**src/rtl/pfs_pkg.sv**
```systemverilog
package pfs_pkg;

    localparam longint STRETCH_MIN_NS = 64'd40_000_000;
    localparam longint STRETCH_MAX_NS = 64'd200_000_000;

    typedef struct packed {
        logic fail_ok;
        logic switch_ok;
    } supply_lv_t;

    typedef enum logic {
        SRC_MAIN = 1'b0,
        SRC_BATT = 1'b1
    } supply_src_t;

    typedef enum logic [1:0] {
        RS_HOLD  = 2'd0,
        RS_COUNT = 2'd1,
        RS_RUN   = 2'd2
    } rst_state_t;

    function automatic logic lower_lost(supply_lv_t lv, logic fail_below_sw);
        return fail_below_sw ? !lv.fail_ok : !lv.switch_ok;
    endfunction

    function automatic logic all_ok(supply_lv_t lv);
        return lv.fail_ok && lv.switch_ok;
    endfunction

    function automatic bit stretch_in_window(longint ticks, longint tick_ns);
        return (ticks * tick_ns >= STRETCH_MIN_NS) && (ticks * tick_ns <= STRETCH_MAX_NS);
    endfunction

endpackage

```
**src/rtl/pfs_filter.sv**
```systemverilog
module pfs_filter #(
    parameter int N           = 2,
    parameter int SYNC_STAGES = 2,
    parameter int DEBOUNCE    = 4
) (
    input  logic         clk,
    input  logic         rst,
    input  logic [N-1:0] raw_in,
    output logic [N-1:0] clean_out
);
    localparam int CW = $clog2(DEBOUNCE) + 1;
    localparam logic [CW-1:0] LAST = CW'(DEBOUNCE - 1);

    for (genvar i = 0; i < N; i++) begin : g_ch
        logic [SYNC_STAGES-1:0] shr;
        logic [CW-1:0]          run;
        logic                   held;
        logic                   synced;

        assign synced = shr[SYNC_STAGES-1];

        always_ff @(posedge clk) begin
            if (rst) begin
                shr <= '0;
            end else begin
                shr <= {shr[SYNC_STAGES-2:0], raw_in[i]};
            end
        end

        always_ff @(posedge clk) begin
            if (rst) begin
                run  <= '0;
                held <= 1'b0;
            end else if (synced != held) begin
                if (run == LAST) begin
                    held <= synced;
                    run  <= '0;
                end else begin
                    run <= run + 1'b1;
                end
            end else begin
                run <= '0;
            end
        end

        assign clean_out[i] = held;
    end

endmodule

```
**src/rtl/pfs_supply_ctl.sv**
```systemverilog
module pfs_supply_ctl
    import pfs_pkg::*;
(
    input  logic       clk,
    input  logic       rst,
    input  supply_lv_t lv,
    input  logic       fail_below_sw,
    output logic       blk_q,
    output logic       batt_q
);
    supply_src_t src, src_nx;

    always_comb begin
        src_nx = src;
        if (all_ok(lv)) begin
            src_nx = SRC_MAIN;
        end else if (lower_lost(lv, fail_below_sw)) begin
            src_nx = SRC_BATT;
        end
    end

    always_ff @(posedge clk) begin
        if (rst) begin
            src   <= SRC_BATT;
            blk_q <= 1'b1;
        end else begin
            src   <= src_nx;
            blk_q <= !lv.fail_ok;
        end
    end

    assign batt_q = (src == SRC_BATT);

endmodule

```
**src/rtl/pfs_rst_stretch.sv**
```systemverilog
module pfs_rst_stretch
    import pfs_pkg::*;
#(
    parameter int PRESCALE      = 1000,
    parameter int STRETCH_TICKS = 150
) (
    input  logic clk,
    input  logic rst,
    input  logic fail_ok,
    output logic pull_low
);
    localparam int PW = $clog2(PRESCALE) + 1;
    localparam int TW = $clog2(STRETCH_TICKS + 1) + 1;
    localparam logic [PW-1:0] P_LAST = PW'(PRESCALE - 1);
    localparam logic [TW-1:0] T_END  = TW'(STRETCH_TICKS);

    rst_state_t    st;
    logic [PW-1:0] presc;
    logic [TW-1:0] ticks;
    logic          tick;

    assign tick = (presc == P_LAST);

    always_ff @(posedge clk) begin
        if (rst || !fail_ok) begin
            st    <= RS_HOLD;
            presc <= '0;
            ticks <= '0;
        end else begin
            presc <= tick ? '0 : presc + 1'b1;
            case (st)
                RS_HOLD, RS_COUNT: begin
                    st <= RS_COUNT;
                    if (tick) begin
                        ticks <= ticks + 1'b1;
                        if (ticks + 1'b1 == T_END) begin
                            st <= RS_RUN;
                        end
                    end
                end
                default: st <= RS_RUN;
            endcase
        end
    end

    assign pull_low = (st != RS_RUN);

endmodule

```
**src/rtl/power_fail_supervisor.sv**
```systemverilog
module power_fail_supervisor
    import pfs_pkg::*;
#(
    parameter int     SYNC_STAGES   = 2,
    parameter int     DEBOUNCE      = 4,
    parameter int     PRESCALE      = 1000,
    parameter int     STRETCH_TICKS = 150,
    parameter longint TICK_NS       = 1_000_000
) (
    input  logic clk,
    input  logic rst,
    input  logic sup_above_fail,
    input  logic sup_above_switch,
    input  logic fail_below_switch,
    output logic access_block,
    output logic use_battery,
    output logic rst_drive_low
);
    logic [1:0] clean;
    supply_lv_t lv;

    pfs_filter #(
        .N(2),
        .SYNC_STAGES(SYNC_STAGES),
        .DEBOUNCE(DEBOUNCE)
    ) u_filt (
        .clk(clk),
        .rst(rst),
        .raw_in({sup_above_fail, sup_above_switch}),
        .clean_out(clean)
    );

    assign lv.fail_ok   = clean[1];
    assign lv.switch_ok = clean[0];

    pfs_supply_ctl u_ctl (
        .clk(clk),
        .rst(rst),
        .lv(lv),
        .fail_below_sw(fail_below_switch),
        .blk_q(access_block),
        .batt_q(use_battery)
    );

    pfs_rst_stretch #(
        .PRESCALE(PRESCALE),
        .STRETCH_TICKS(STRETCH_TICKS)
    ) u_rs (
        .clk(clk),
        .rst(rst),
        .fail_ok(lv.fail_ok),
        .pull_low(rst_drive_low)
    );

endmodule

```
**config.mk**
```make
export PLATFORM = sky130hd
export DESIGN_NAME = power_fail_supervisor
export DESIGN_NICKNAME = d
export VERILOG_FILES = /design/src/rtl/pfs_pkg.sv /design/src/rtl/pfs_filter.sv /design/src/rtl/pfs_supply_ctl.sv /design/src/rtl/pfs_rst_stretch.sv /design/src/rtl/power_fail_supervisor.sv
export SDC_FILE = /design/constraint.sdc
export NUM_CORES = 1
export LEC_CHECK = 0
export ABC_AREA = 1
export ABC_CLOCK_PERIOD_IN_PS = 1800
export BUFFER_PORTS_ARGS = -buffer_cell sky130_fd_sc_hd__buf_4
export CORE_ASPECT_RATIO = 1.4
export CORE_UTILIZATION = 43
export CTS_CLUSTER_DIAMETER = 50
export CTS_CLUSTER_SIZE = 30
export DETAILED_ROUTE_END_ITERATION = 7
export GPL_ROUTABILITY_DRIVEN = 1
export GPL_TIMING_DRIVEN = 0
export HOLD_SLACK_MARGIN = 0.03
export MAX_ROUTING_LAYER = met4
export PLACE_DENSITY = 0.65
export SETUP_SLACK_MARGIN = 0.15
export SLEW_MARGIN = 40
export SYNTH_ARGS = -nofsm -noshare
export SYNTH_HDL_FRONTEND = slang
export SYNTH_HIERARCHICAL = 1
export SYNTH_SLANG_ARGS = --single-unit
```
**constraint.sdc**
```tcl
create_clock -name clk -period 1.8 [get_ports clk]
set_clock_uncertainty 0.2 [all_clocks]
set_input_delay 0.36 -clock clk [delete_from_list [all_inputs] [get_ports clk]]
set_output_delay 0.36 -clock clk [all_outputs]
set_load 0.005 [all_outputs]
```
Word level (Yosys, flattened, before mapping) --
Index checks and enable logic that the tools add are counted.
Storage, ports and cells: register bits after elaboration 36, bits in latches 0, memory bits (writable) 0, ROM bits 0, input port bits 5, output and inout port bits 3, word-level logic and storage cells 47, memories kept 0
Operators by class: add/sub/neg operators 4, $mul 0, div/mod/pow operators 0, order comparisons 0, equal/unequal tests 8, shift-type cells 0, multiplexer cells 6, bitwise logic cells 3, reduce and logical (&&, ||, !) cells 14
Operators with widths (number):
- adder 11 x 1 -> 11 bit, second input constant | 1
- == test 11 x 10 -> 1 bit, second input constant | 1
- adder 9 x 1 -> 9 bit, second input constant | 1
- == test 9 x 8 -> 1 bit, second input constant | 1
- adder 3 x 1 -> 3 bit, second input constant | 2
- == test 3 x 2 -> 1 bit, second input constant | 2
- two-way mux 2 bit | 3
- AND reduction 2 bit | 3
- OR reduction 2 bit | 3
- OR reduction 3 bit | 2
- two-way mux 1 bit | 3
- inverter 1 bit | 3
- == test 2 x 1 -> 1 bit, second input constant | 1
- logical NOT 1 bit | 2
- logical NOT 2 bit | 1
- inequality test 1 bit | 2
- inequality test 2 bit, second input constant | 1
- nonzero test 2 bit | 1
- logical AND 1 bit | 1
- logical OR 1 bit | 1

Longest topological paths before layout --
depth in word-level cells 5, gate-level depth with buffers 10, depth with buffers taken out 10

Hierarchy --
Netlist, hierarchy kept.
By module, submodules not included:
- pfs_rst_stretch | instances 1, cells each 159, area each 1153.6 µm², seq. area each 440.4 µm²
- pfs_filter | instances 1, cells each 57, area each 489.2 µm², seq. area each 240.2 µm²
- pfs_supply_ctl | instances 1, cells each 10, area each 76.3 µm², seq. area each 40.0 µm²

Least setup slack after synthesis --
OpenSTA, ideal clock, no wires.
path kind reg2reg, start reg u_rs.ticks[0], end reg u_rs.st[0], library setup time 0.118 ns, arrival 1.222 ns, required time 1.482 ns, setup slack 0.260 ns, stages on the path, launching flop included 11, clock period less this slack 1.540 ns, path through dfxtp_1 ha_1 nand2_2 nor2_4 nand2_1 nand2_1 nand2_2 nor2_2 nand3_2 nand2_1 nor2_1
On the way: longest elaborated chain between the ends 4
RTL lines:
- start, declared | RTL line pfs_rst_stretch.sv:19 | logic [TW-1:0] ticks;
- start signal, assigned | RTL line pfs_rst_stretch.sv:35 | ticks <= ticks + 1'b1;
- adder 9 x 1 -> 9 bit | RTL line pfs_rst_stretch.sv:36 | if (ticks + 1'b1 == T_END) begin
- == test 9 x 8 -> 1 bit | RTL line pfs_rst_stretch.sv:36
- two-way mux 2 bit | RTL line pfs_rst_stretch.sv:36
- two-way mux 2 bit | RTL line pfs_rst_stretch.sv:34 | if (tick) begin
- end signal, assigned | RTL line pfs_rst_stretch.sv:33 | st <= RS_COUNT;
- end signal, assigned | RTL line pfs_rst_stretch.sv:37 | st <= RS_RUN;
- end signal, assigned | RTL line pfs_rst_stretch.sv:41 | default: st <= RS_RUN;
- end, declared | RTL line pfs_rst_stretch.sv:17 | rst_state_t st;
No other way between the ends. A chain may end at the register's enable or synchronous reset.

Worst setup path in the final report --
start reg u_rs.st[1], end out rst_drive_low
On the way: longest elaborated chain between the ends 1
RTL lines:
- start signal, assigned | RTL line pfs_rst_stretch.sv:26 | st <= RS_HOLD;
- start signal, assigned | RTL line pfs_rst_stretch.sv:33
- start signal, assigned | RTL line pfs_rst_stretch.sv:37
- inequality test 2 bit | RTL line pfs_rst_stretch.sv:46 | assign pull_low = (st != RS_RUN);
- end, declared | RTL line power_fail_supervisor.sv:17 | output logic rst_drive_low
No other way between the ends.

==> flow_metrics.env <==
export IMPL_holdWs_ns=0.0815
export IMPL_fmax_mhz=623
export IMPL_hold_class="in2reg"
export IMPL_endpoint_kind="output port"
export IMPL_p_comb_frac=0.019
export IMPL_via_per_inst=4.81
export IMPL_powerDensity_mw_per_mm2=686
export IMPL_final_util=0.547
export IMPL_sw_frac_of_total=0.201
export IMPL_grt_max_degree=11
export IMPL_setup_worst_path_start="u_rs/st[1]"
export IMPL_die_x_um=55.4
export IMPL_tns_ns=0
export IMPL_grt_antenna_before_repair=0
export IMPL_ioPinCount=8
export IMPL_nFillCells=351
export IMPL_ys_ff_latch=36
export IMPL_yosys_most_used_dff="dfxtp_1"
export IMPL_overflow=0
export IMPL_synth_fa_ha_area_frac=0.0509
export IMPL_yosys_warnings=6
export IMPL_firstDrtPassIters=4
export IMPL_report_final_slew_viol_count=0
export IMPL_period_share=0.892
export IMPL_drt_iter0_markers=64
export IMPL_power_switching_mw=0.282
export IMPL_fin_nets=258
export IMPL_first_global_vias=1252
export IMPL_fin_cells=289
export IMPL_cp_start_kind="flip-flop"
export IMPL_die_area_mm2=0.00426
export IMPL_postRouteAntennaNets=0
export IMPL_p_seq_frac=0.570
export IMPL_p_clk_frac=0.412
export IMPL_min_path_cells=3
export IMPL_cp_required_ns=1.24
export IMPL_placedCellCount=275
export IMPL_p_int_mw=1.12
export IMPL_wl_per_cell_um=10.2
export IMPL_rrSetupSlack_ns=0.22
export IMPL_synth_area_leaders="dfxtp_1 (42%), nand2_1 (8.7%), inv_1 (8.3%)"
export IMPL_ys_top_cells_by_count="nand2_1 (40), inv_1 (38), dfxtp_1 (36)"
export IMPL_dpl_hpwl_um=2020
export IMPL_cts_root_buffer="clkbuf_8"
export IMPL_setup_viol=0
export IMPL_place_congestion=0.811
export IMPL_critPathMaxFanout=2
export IMPL_start_util=0.460
export IMPL_cts_buffers=5
export IMPL_drive_gt1_frac=0.251
export IMPL_worstPathArrival_ns=1.05
export IMPL_critical_path_class="reg2out"
export IMPL_synth_compound_area_frac=0.0917
export IMPL_drcViolationCount=0
export IMPL_wl_um=2950
export IMPL_pre_cts_ws_ns=0.0859
export IMPL_p_leak_nw=0.814
export IMPL_fin_ws_ns=0.194
export IMPL_r2r_cells=8
export IMPL_fp_dieH_um=76.8
export IMPL_postCtsHoldBufs=0
export IMPL_yosysMostFrequentCell="nand2_1"
export IMPL_placed_area_mm2=0.00182
export IMPL_slowest_delay_ns=0.34
export IMPL_clk_latency_ns=0.28
export IMPL_synthCells=226
export IMPL_cp_endpoint="rst_drive_low"
export IMPL_cp_cell_sequence="inv_4 -> or2_2 -> buf_6"
export IMPL_synth_edf_count=0
export IMPL_tightest_slew_ns=0.326
export IMPL_async_flop_share=0
export IMPL_syn_to_final_growth_pct=19.1
export IMPL_synth_top_cell_by_area="dfxtp_1"
export IMPL_fp_coreArea_mm2=0.00374
export IMPL_grt_usage=0.155
export IMPL_synth_nets=238
export IMPL_rows=26
export IMPL_worst_ir_drop_vdd_mv=0.552
export IMPL_syn_area_mm2=0.00172
export IMPL_slew_headroom=0.781
export IMPL_cts_buffer_depth=2
export IMPL_yosys_area_share_simple=0.320
export IMPL_status="finished clean"
export IMPL_r2r_start="u_rs/presc[1]"
export IMPL_clock_sinks=36
export IMPL_yosys_mux_area_fraction=0
export IMPL_synth_xor_area_frac=0.0153
export IMPL_total_power_mw=1.40
export IMPL_clkTransAtPathRegs_ns=0.07
export IMPL_vias=1390
export IMPL_synth_top_family_by_area="simple AND/OR/NAND/NOR gates"
export IMPL_antenna_cells=0
export IMPL_h_tree_depth=2
export IMPL_fin_area_mm2=0.00205
export IMPL_synthDistinctLibCells=31
export IMPL_cpMaxStageDelayCell="dfxtp_2"
export IMPL_cts_tree="done"
export IMPL_synth_top_area_frac=0.419
export IMPL_grt_pass1_wl_um=5120
export IMPL_cap_violations=0
export IMPL_portBuffers=7
export IMPL_rsz0062_at_grt="true"
export IMPL_finalHoldViolCount=0
export IMPL_seq_area_frac_synth=0.419
export IMPL_rr_endpoint="u_rs/presc[10]"
export IMPL_syn_avg_cell_area_um2=7.61
export IMPL_min_period_ns=1.61
-- worst min path at each step --
stage                           from                     to  slack [ns]
2_1_floorplan  u_filt/g_ch[0].shr[0]  u_filt/g_ch[0].shr[1]        0.19
3_3_place_gp   u_filt/g_ch[1].shr[0]  u_filt/g_ch[1].shr[1]        0.20
3_5_place_dp   u_filt/g_ch[0].shr[0]  u_filt/g_ch[0].shr[1]        0.20
4_1_cts               sup_above_fail  u_filt/g_ch[1].shr[0]        0.07
5_1_grt               sup_above_fail  u_filt/g_ch[1].shr[0]        0.08
6_report              sup_above_fail  u_filt/g_ch[1].shr[0]        0.08
-- kinds of logic (layout without fill, tap and decap cells) --
kind of cell             Yosys count  after routing
AND/OR/NAND/NOR                  111            112
buffers and inverters             43             63
flip-flops                        36             36
AO/OA/AOI/OAI                     26             26
adder cells (fa/ha/maj)            7              7
XOR/XNOR                           3              3
-- state kept, by name, summed over array words and instances (netlist names) --
name and count:
u_filt/g_ch.run 6, u_rs/presc 11, u_filt/g_ch.held 2, u_filt/g_ch.shr 4
u_rs/ticks 9, u_ctl/blk_q 1, u_ctl/batt_q 1, u_rs/st 2
-- timing repair --
action | 4_1_cts | 5_1_grt
pin swaps | 3 | 8
setup endpoints to repair | 13 | 18
gates resized for setup | 12 | 13
setup buffers | 1 | 4
cloned | 0 | 1
-- critical path, delay by kind of cell (launching register included) --
family	cells	cell delay [ns]
simple gates	1	0.28
buf+inv	2	0.15
flops	1	0.34
-- per-layer routing --
layer	global-route usage	up-vias	wire (µm)
li1	-	743	-
met1	0.163	633	1290
met2	0.258	10	1540
met3	0.0455	4	78
met4	0.0875	0	45
met5	-	-	0
-- placed cells by master, fill, tap and decap left out --
cell type	instances
inv_1	37
nand2_1	37
nor2_1	33
dfxtp_1	31
buf_4	13
a21oi_1	9
o21ai_1	7
clkbuf_8	6
nand2_2	5
nor2_4	5
nand3_2	5
nor3_1	5
ha_1	5
nor2_2	5
nand3_1	4
nand4_1	3
nand2_4	3
dfxtp_4	3
clkbuf_1	2
buf_6	2
inv_2	2
nor3_2	2
a31oi_1	2
nor3b_1	2
a21oi_2	2
a211oi_1	2
xor2_1	2
ha_4	2
dfxtp_2	2
o21bai_1	1
inv_4	1
or2_2	1
and3_1	1
xnor2_1	1
o21ai_0	1
o21ai_4	1
nor3_4	1
a21boi_2	1
-- cell type report --
cell class                 instances  area, µm²  area share
timing repair buffer              12       93.8      0.0458
tap                               42       52.6      0.0257
inverter                          40        153      0.0746
sequential                        36        734       0.359
clock buffer                       8       90.1      0.0440
multi-input combinational        148        897       0.438
buffer                             3       26.3      0.0128
-- power groups by stage --
stage          clock (mW)  combinational [mW]  sequential (mW)
5_1_grt             0.637              0.0296            0.800
6_report            0.578              0.0261            0.800
3_3_place_gp            0              0.0256            0.823
4_1_cts             0.603              0.0261            0.804
2_1_floorplan           0              0.0161            0.822
3_5_place_dp            0              0.0260            0.823
Power figures use the tool's default switching activity.
